===== src/rtl/i2c_evflag_pkg.sv =====
package i2c_evflag_pkg;

    localparam int N_FLAGS     = 4;
    localparam int N_OPT_KINDS = 4;
    localparam int KIND_W      = 3;
    localparam int SEL_W       = 2;

    typedef enum logic [SEL_W-1:0] {
        SEL_ST1 = 2'd0,
        SEL_ST2 = 2'd1,
        SEL_DAT = 2'd2
    } reg_sel_e;

    // Bit order is the status-1 readback layout.
    typedef struct packed {
        logic hdr;
        logic btf;
        logic addr;
        logic sb;
    } flags_t;

    localparam logic [KIND_W-1:0] KIND_OWN = '0;

    function automatic flags_t flags_none();
        flags_t f;
        f = '0;
        return f;
    endfunction

endpackage


===== src/rtl/i2c_evflag_seq.sv =====
module i2c_evflag_seq
    import i2c_evflag_pkg::*;
(
    input  logic             clk,
    input  logic             rst,
    input  logic             periph_en,
    input  logic             reg_rd,
    input  logic             reg_wr,
    input  logic [SEL_W-1:0] reg_sel,
    output flags_t           sw_clr
);

    logic pending_q;
    logic st1_rd;
    logic any_acc;

    assign st1_rd  = reg_rd && (reg_sel == SEL_ST1);
    assign any_acc = reg_rd || reg_wr;

    always_ff @(posedge clk) begin
        if (rst || !periph_en)
            pending_q <= 1'b0;
        else if (st1_rd)
            pending_q <= 1'b1;
        else if (any_acc)
            pending_q <= 1'b0;
    end

    always_comb begin
        sw_clr = flags_none();
        if (pending_q) begin
            if (reg_wr && reg_sel == SEL_DAT) begin
                sw_clr.sb  = 1'b1;
                sw_clr.hdr = 1'b1;
                sw_clr.btf = 1'b1;
            end
            if (reg_rd && reg_sel == SEL_DAT)
                sw_clr.btf = 1'b1;
            if (reg_rd && reg_sel == SEL_ST2)
                sw_clr.addr = 1'b1;
        end
    end

endmodule


===== src/rtl/i2c_evflag_evt.sv =====
module i2c_evflag_evt
    import i2c_evflag_pkg::*;
(
    input  logic                   clk,
    input  logic                   rst,
    input  logic                   periph_en,
    input  logic                   is_master,
    input  logic                   addr10,
    input  logic                   stretch_en,
    input  logic                   transmitting,
    input  logic                   pec_en,
    input  logic                   next_is_pec,
    input  logic                   rxne,
    input  logic                   txe,
    input  logic                   ev_start,
    input  logic                   ev_stop,
    input  logic                   ev_addr_ack,
    input  logic                   ev_nack,
    input  logic                   ev_match,
    input  logic [KIND_W-1:0]      match_kind,
    input  logic [N_OPT_KINDS-1:0] match_en,
    input  logic                   ev_rx_byte,
    input  logic                   ev_tx_slot,
    output flags_t                 hw_set,
    output flags_t                 hw_clr
);

    logic                   hdr_seen_q;
    logic                   ack_ok;
    logic                   hdr_ack;
    logic                   final_ack;
    logic [N_OPT_KINDS-1:0] opt_hit;
    logic                   slave_hit;
    logic                   pec_hold;
    logic                   btf_hit;

    assign ack_ok    = ev_addr_ack && is_master && !ev_nack;
    assign hdr_ack   = ack_ok && addr10 && !hdr_seen_q;
    assign final_ack = ack_ok && (!addr10 || hdr_seen_q);

    genvar k;
    generate
        for (k = 0; k < N_OPT_KINDS; k++) begin : g_kind
            assign opt_hit[k] = (match_kind == KIND_W'(k + 1)) && match_en[k];
        end
    endgenerate

    assign slave_hit = ev_match && !is_master && !ev_nack &&
                       ((match_kind == KIND_OWN) || (|opt_hit));

    assign pec_hold = transmitting && pec_en && next_is_pec;
    assign btf_hit  = stretch_en && !ev_nack &&
                      ((ev_rx_byte && rxne) || (ev_tx_slot && txe && !pec_hold));

    always_ff @(posedge clk) begin
        if (rst || !periph_en)
            hdr_seen_q <= 1'b0;
        else if (ev_start)
            hdr_seen_q <= 1'b0;
        else if (hdr_ack)
            hdr_seen_q <= 1'b1;
        else if (final_ack)
            hdr_seen_q <= 1'b0;
    end

    always_comb begin
        hw_set      = flags_none();
        hw_set.sb   = ev_start;
        hw_set.hdr  = hdr_ack;
        hw_set.addr = final_ack || slave_hit;
        hw_set.btf  = btf_hit;
        hw_clr      = flags_none();
        hw_clr.btf  = (ev_start || ev_stop) && transmitting;
    end

endmodule


===== src/rtl/i2c_evflag_bank.sv =====
module i2c_evflag_bank #(
    parameter int NF = 4
) (
    input  logic          clk,
    input  logic          rst,
    input  logic          periph_en,
    input  logic [NF-1:0] set_v,
    input  logic [NF-1:0] clr_v,
    output logic [NF-1:0] flag_q
);

    genvar i;
    generate
        for (i = 0; i < NF; i++) begin : g_bit
            always_ff @(posedge clk) begin
                if (rst || !periph_en)
                    flag_q[i] <= 1'b0;
                else if (set_v[i])
                    flag_q[i] <= 1'b1;
                else if (clr_v[i])
                    flag_q[i] <= 1'b0;
            end
        end
    endgenerate

endmodule


===== src/rtl/i2c_evflag_unit.sv =====
module i2c_evflag_unit
    import i2c_evflag_pkg::*;
#(
    parameter int DATA_W = 16
) (
    input  logic                   clk,
    input  logic                   rst,
    input  logic                   periph_en,
    input  logic                   is_master,
    input  logic                   addr10,
    input  logic                   stretch_en,
    input  logic                   transmitting,
    input  logic                   pec_en,
    input  logic                   next_is_pec,
    input  logic                   rxne,
    input  logic                   txe,
    input  logic                   ev_start,
    input  logic                   ev_stop,
    input  logic                   ev_addr_ack,
    input  logic                   ev_nack,
    input  logic                   ev_match,
    input  logic [2:0]             match_kind,
    input  logic [3:0]             match_en,
    input  logic                   ev_rx_byte,
    input  logic                   ev_tx_slot,
    input  logic                   reg_rd,
    input  logic                   reg_wr,
    input  logic [1:0]             reg_sel,
    output logic [DATA_W-1:0]      rd_data,
    output logic                   flag_sb,
    output logic                   flag_hdr,
    output logic                   flag_addr,
    output logic                   flag_btf
);

    localparam int PAD_W = DATA_W - N_FLAGS;

    flags_t hw_set;
    flags_t hw_clr;
    flags_t sw_clr;
    flags_t flags;
    logic [N_FLAGS-1:0] flag_bits;

    i2c_evflag_evt u_evt (
        .clk          (clk),
        .rst          (rst),
        .periph_en    (periph_en),
        .is_master    (is_master),
        .addr10       (addr10),
        .stretch_en   (stretch_en),
        .transmitting (transmitting),
        .pec_en       (pec_en),
        .next_is_pec  (next_is_pec),
        .rxne         (rxne),
        .txe          (txe),
        .ev_start     (ev_start),
        .ev_stop      (ev_stop),
        .ev_addr_ack  (ev_addr_ack),
        .ev_nack      (ev_nack),
        .ev_match     (ev_match),
        .match_kind   (match_kind),
        .match_en     (match_en),
        .ev_rx_byte   (ev_rx_byte),
        .ev_tx_slot   (ev_tx_slot),
        .hw_set       (hw_set),
        .hw_clr       (hw_clr)
    );

    i2c_evflag_seq u_seq (
        .clk       (clk),
        .rst       (rst),
        .periph_en (periph_en),
        .reg_rd    (reg_rd),
        .reg_wr    (reg_wr),
        .reg_sel   (reg_sel),
        .sw_clr    (sw_clr)
    );

    i2c_evflag_bank #(.NF(N_FLAGS)) u_bank (
        .clk       (clk),
        .rst       (rst),
        .periph_en (periph_en),
        .set_v     (hw_set),
        .clr_v     (hw_clr | sw_clr),
        .flag_q    (flag_bits)
    );

    assign flags     = flags_t'(flag_bits);
    assign flag_sb   = flags.sb;
    assign flag_hdr  = flags.hdr;
    assign flag_addr = flags.addr;
    assign flag_btf  = flags.btf;

    assign rd_data = (reg_rd && reg_sel == SEL_ST1) ? {{PAD_W{1'b0}}, flags} : '0;

endmodule


===== config.mk =====
export PLATFORM = sky130hd
export DESIGN_NAME = i2c_evflag_unit
export DESIGN_NICKNAME = d
export VERILOG_FILES = /design/src/rtl/i2c_evflag_pkg.sv /design/src/rtl/i2c_evflag_seq.sv /design/src/rtl/i2c_evflag_evt.sv /design/src/rtl/i2c_evflag_bank.sv /design/src/rtl/i2c_evflag_unit.sv
export SDC_FILE = /design/constraint.sdc
export NUM_CORES = 1
export LEC_CHECK = 0
export ABC_AREA = 1
export CAP_MARGIN = 20
export CORE_MARGIN = 4
export CORE_UTILIZATION = 28
export CTS_CLUSTER_DIAMETER = 200
export CTS_CLUSTER_SIZE = 12
export DETAILED_ROUTE_END_ITERATION = 6
export PLACE_DENSITY = 0.78
export SYNTH_ARGS = -nofsm -noshare
export SYNTH_HDL_FRONTEND = slang
export SYNTH_SLANG_ARGS = --single-unit

===== constraint.sdc =====
create_clock -name clk -period 1 [get_ports clk]
set_clock_uncertainty 0.1 [all_clocks]
set_input_delay 0.2 -clock clk [delete_from_list [all_inputs] [get_ports clk]]
set_output_delay 0.2 -clock clk [all_outputs]
set_load 0.05 [all_outputs]

---- Yosys cells after proc, flatten, opt, wreduce, memory -nomap -nowiden ----
Index checks and enable logic that the tools add are counted.
storage, ports and cells
  bits in registers ....................... 6
  input port bits ......................... 29
  output and inout bits ................... 20
  word-level logic and storage cells ...... 78
operators by class
  eq/ne operators ......................... 6
  muxes and demuxes ....................... 18
  bitwise logic cells ..................... 1
  reductions and logical operators ........ 47
operator list
  kind                number
  $logic_and 1x1->1   24
  $mux 1              15
  $reduce_bool 2->1   6
  $mux 4              2
  $logic_or 1x1->1    7
  $eq 3x2->1 const B  2
  $logic_not 1->1     6
  $or 3x4->4          1
  $reduce_or 4->1     1
  $eq 3x1->1 const B  1
  $eq 3x3->1 const B  1
  $logic_not 3->1     1
  $eq 2x1->1 const B  1
  $eq 2x2->1 const B  1
  $logic_not 2->1     1
  $mux 2              1
  $reduce_or 2->1     1

---- Logic depth before layout (Yosys ltp) ----
  word-level depth ........................ 8
  mapped depth ............................ 6

---- Hierarchy ----
From an unflattened synthesis, not the netlist that was laid out.
unflattened totals
  cells, all modules ...................... 103
  area, all modules ....................... 634.4 um^2
by module, submodules not included
  module           times used  cells an instance  area each (um^2)  sequential area each (um^2)
  i2c_evflag_evt   1           39                 215.2             20.0
  i2c_evflag_bank  1           22                 170.2             80.1
  i2c_evflag_unit  1           27                 156.4             0.0
  i2c_evflag_seq   1           15                 92.6              20.0

---- Worst setup path before layout ----
OpenSTA, ideal clock, no wires.
  kind .................................... register to output
  from .................................... register u_bank.flag_q[1]
  to ...................................... output port rd_data[1]
  data arrival time ....................... 1.397 ns
  data required time ...................... 0.700 ns
  slack ................................... -0.697 ns
  cell stages (with the launch flop) ...... 3
  path buffers ............................ 0
  path through ............................ dfxtp_1 -> inv_1 -> nor2_1
on the way
  word-level cells in the longest chain between the ends .. 1
ends and longest elaborated chain
  what                               RTL line               text
  from (decl)                        i2c_evflag_bank.sv:9   output logic [NF-1:0] flag_q
  from (signal, indexed assignment)  i2c_evflag_bank.sv:17  flag_q[i] <= 1'b0;
  from (signal, indexed assignment)  i2c_evflag_bank.sv:19  flag_q[i] <= 1'b1;
  from (signal, indexed assignment)  i2c_evflag_bank.sv:21  flag_q[i] <= 1'b0;
  $mux 4                             i2c_evflag_unit.sv:94  assign rd_data = (reg_rd && reg_sel == SEL_ST1) ? {{PAD_W{1'b0}}, flags} : '0;
  to (decl)                          i2c_evflag_unit.sv:29  output logic [DATA_W-1:0] rd_data,
No other way between the ends.

---- Worst setup path in the final report ----
  from .................................... input port reg_sel[1]
  to ...................................... output port rd_data[0]
on the way
  word-level cells in the longest chain between the ends .. 3
ends and longest elaborated chain
  what               RTL line               text
  from (decl)        i2c_evflag_unit.sv:28  input logic [1:0] reg_sel,
  $logic_not 2->1    i2c_evflag_unit.sv:94
  $logic_and 1x1->1  i2c_evflag_unit.sv:94
  $mux 4             i2c_evflag_unit.sv:94
No other way between the ends.

==> results.json <==
{
  "outcome": "finished, violations left",
  "violations": "negative setup slack",
  "cts_hold_buf": 0,
  "ir_worst_vdd_uv": 572,
  "syn_area_per_cell_um2": 5.92,
  "die_h_um": 49.9,
  "synthArstFlopShare": 0,
  "io_buffer_count": 36,
  "clock_sinks": 6,
  "grt_max_degree": 6,
  "hpwl_mm": 1.34,
  "clkSlewWorstSetupHoldPaths_ns": 0.04,
  "num_rows": 14,
  "finalCriticalPeriod_ns": 1.25,
  "power_leakage_nw": 0.484,
  "routed_wl_mm": 1.58,
  "cpPeakStageDelay_ns": 0.30,
  "post-route-period-util": 1.25,
  "place.gp.congestion": 0.736,
  "critPathRequiredTime_ns": 0.70,
  "antenna_found_initial": 0,
  "dieArea_um2": 2490,
  "ys_warn_count": 0,
  "total_power_mw": 0.820,
  "rsz0062_at_grt": "true",
  "switchingPower_mw": 0.297,
  "switching_share": 0.362,
  "drtIter0Drc": 4,
  "area_delta_synth_final_pct": 118,
  "top_level_ports": 49,
  "drive_gt1_frac": 0.336,
  "htree_num_levels": 1,
  "cts_tree": "built",
  "n_antenna_cell": 0,
  "hold_class": "in2reg",
  "synth_cell_types": 15,
  "wl_per_cell_um": 11.0,
  "whs_ns": 0.210,
  "most-common-layout-cells": "16 x clkdlybuf4s50_1, 15 x nand2_1, 12 x inv_1, 12 x conb_1, 8 x buf_12",
  "drt_pass1_iterations": 4,
  "finalHoldViolations": 0,
  "cts_buffers": 3,
  "seqPwrFrac": 0.297,
  "syn_inst": 83,
  "crit_arrival_ns": 0.95,
  "grt_overflow": 0,
  "fin_ws_ns": -0.247,
  "first_global_vias": 559,
  "crit_type": "in2out",
  "synthFlopType": "dfxtp_1",
  "grt_pass1_wl_mm": 2.28,
  "start_util": 0.312,
  "finalSetupViolations": 8,
  "ys_ff_latch": 6,
  "root_buffer": "clkbuf_4",
  "critical_path.slowest_cell": "or2_4",
  "layout_commonest_cell": "clkdlybuf4s50_1",
  "p_int_mw": 0.523,
  "powerDensity_nw_per_um2": 766,
  "vias": 620,
  "drc": 0,
  "fmax_mhz": 802,
  "drv_slew": 0,
  "core_um2": 1580,
  "cap_viol_max_count": 0,
  "setup_tns_ns": -1.23,
  "worstPathMaxFanout": 5,
  "syn-cell-area_um2": 492,
  "ys_seq_area_frac": 0.244,
  "comb_power_share": 0.427,
  "clkLatencyLatePin_ns": 0.25,
  "drtAntennaViolNets": 0,
  "vias_per_cell": 4.31,
  "p_clk_frac": 0.276,
  "synth-edff-count": 0,
  "fin_nets": 159,
  "end_kind": "primary output",
  "cp-start-kind": "input pin",
  "grt_use_total": 0.120,
  "fillers": 139,
  "cts_max_path_buffers": 2,
  "path_cells": "buf_8, inv_12, nand2_4, or2_4, nor2_4, buf_12",
  "die_w_um": 49.9
}
path summary, 6_finish.rpt:
path	startpoint	end	slack, ns	depth (start not counted)
min	reg_wr	u_seq.pending_q	0.21	4
min reg2reg	u_evt.hdr_seen_q	u_evt.hdr_seen_q	0.38	2
max reg2reg	u_seq.pending_q	u_bank.flag_q[1]	0.02	5
max	reg_sel[1]	rd_data[0]	-0.25	6
cell type report:
class	count	area [um2]	share of cell area
multi-input combinational	61	329	0.308
timing repair buffer	43	493	0.461
inverter	15	68.8	0.0643
clock buffer	3	22.5	0.0211
tap	16	20.0	0.0187
sequential	6	136	0.127
repair_timing:
item	4_1_cts	5_1_grt
endpoints found under the setup margin	13	13
pin swaps	12	6
setup buffers	2	1
gates resized for setup	27	7
critical path, delay by kind of cell:
family        cells  cell delay, ns
buf+inv           3            0.29
simple gates      3            0.45
layer usage:
metal,part of all wire,global-route usage,vias to the layer above
met5,0,0,-
met4,0.017,0.0553,0
met3,0.086,0.0361,3
met2,0.55,0.233,28
met1,0.34,0.113,269
li1,-,-,320
logic make-up (layout without fill, tap and decap cells):
kind of cell           count (synthesis)  count (layout)  synth area share
flip-flops                             6               6             0.244
other                                  1              12           0.00763
AND/OR/NAND/NOR                       42              42             0.372
buffers and inverters                 27              61             0.298
AO/OA/AOI/OAI                          7               7            0.0789
cells in the mapped netlist (5+ instances only):
library cell   n  share of area
a21oi_1        5          0.051
buf_4         12           0.18
dfxtp_1        6           0.24
inv_1         14           0.11
nand2_1       15           0.11
nand3_1        9          0.092
nor2_1        14           0.11
power groups by stage:
stage / Sequential, mW / Combinational (mW) / Clock, mW
after detailed placement: 0.249 / 0.337 / 0
after CTS: 0.243 / 0.341 / 0.234
after global routing: 0.244 / 0.368 / 0.242
after floorplan: 0.261 / 0.198 / 0
after global placement: 0.248 / 0.333 / 0
final: 0.243 / 0.350 / 0.226
registers in the layout, summed over array words and instances (netlist names):
register          flops
u_evt.hdr_seen_q      1
u_bank.flag_q         4
u_seq.pending_q       1
metrics by stage:
step	setup WS, ns	utilization	instance area, um2	cells
6_report	-0.247	0.679	1070	144
5_1_grt	-0.263	0.679	1070	144
4_1_cts	-0.255	0.660	1040	143
3_5_place_dp	-0.755	0.632	996	138
3_3_place_gp	-0.732	0.632	996	138
2_1_floorplan	-0.138	-	596	94
No activity file was read; power rests on OpenSTA's default activity.
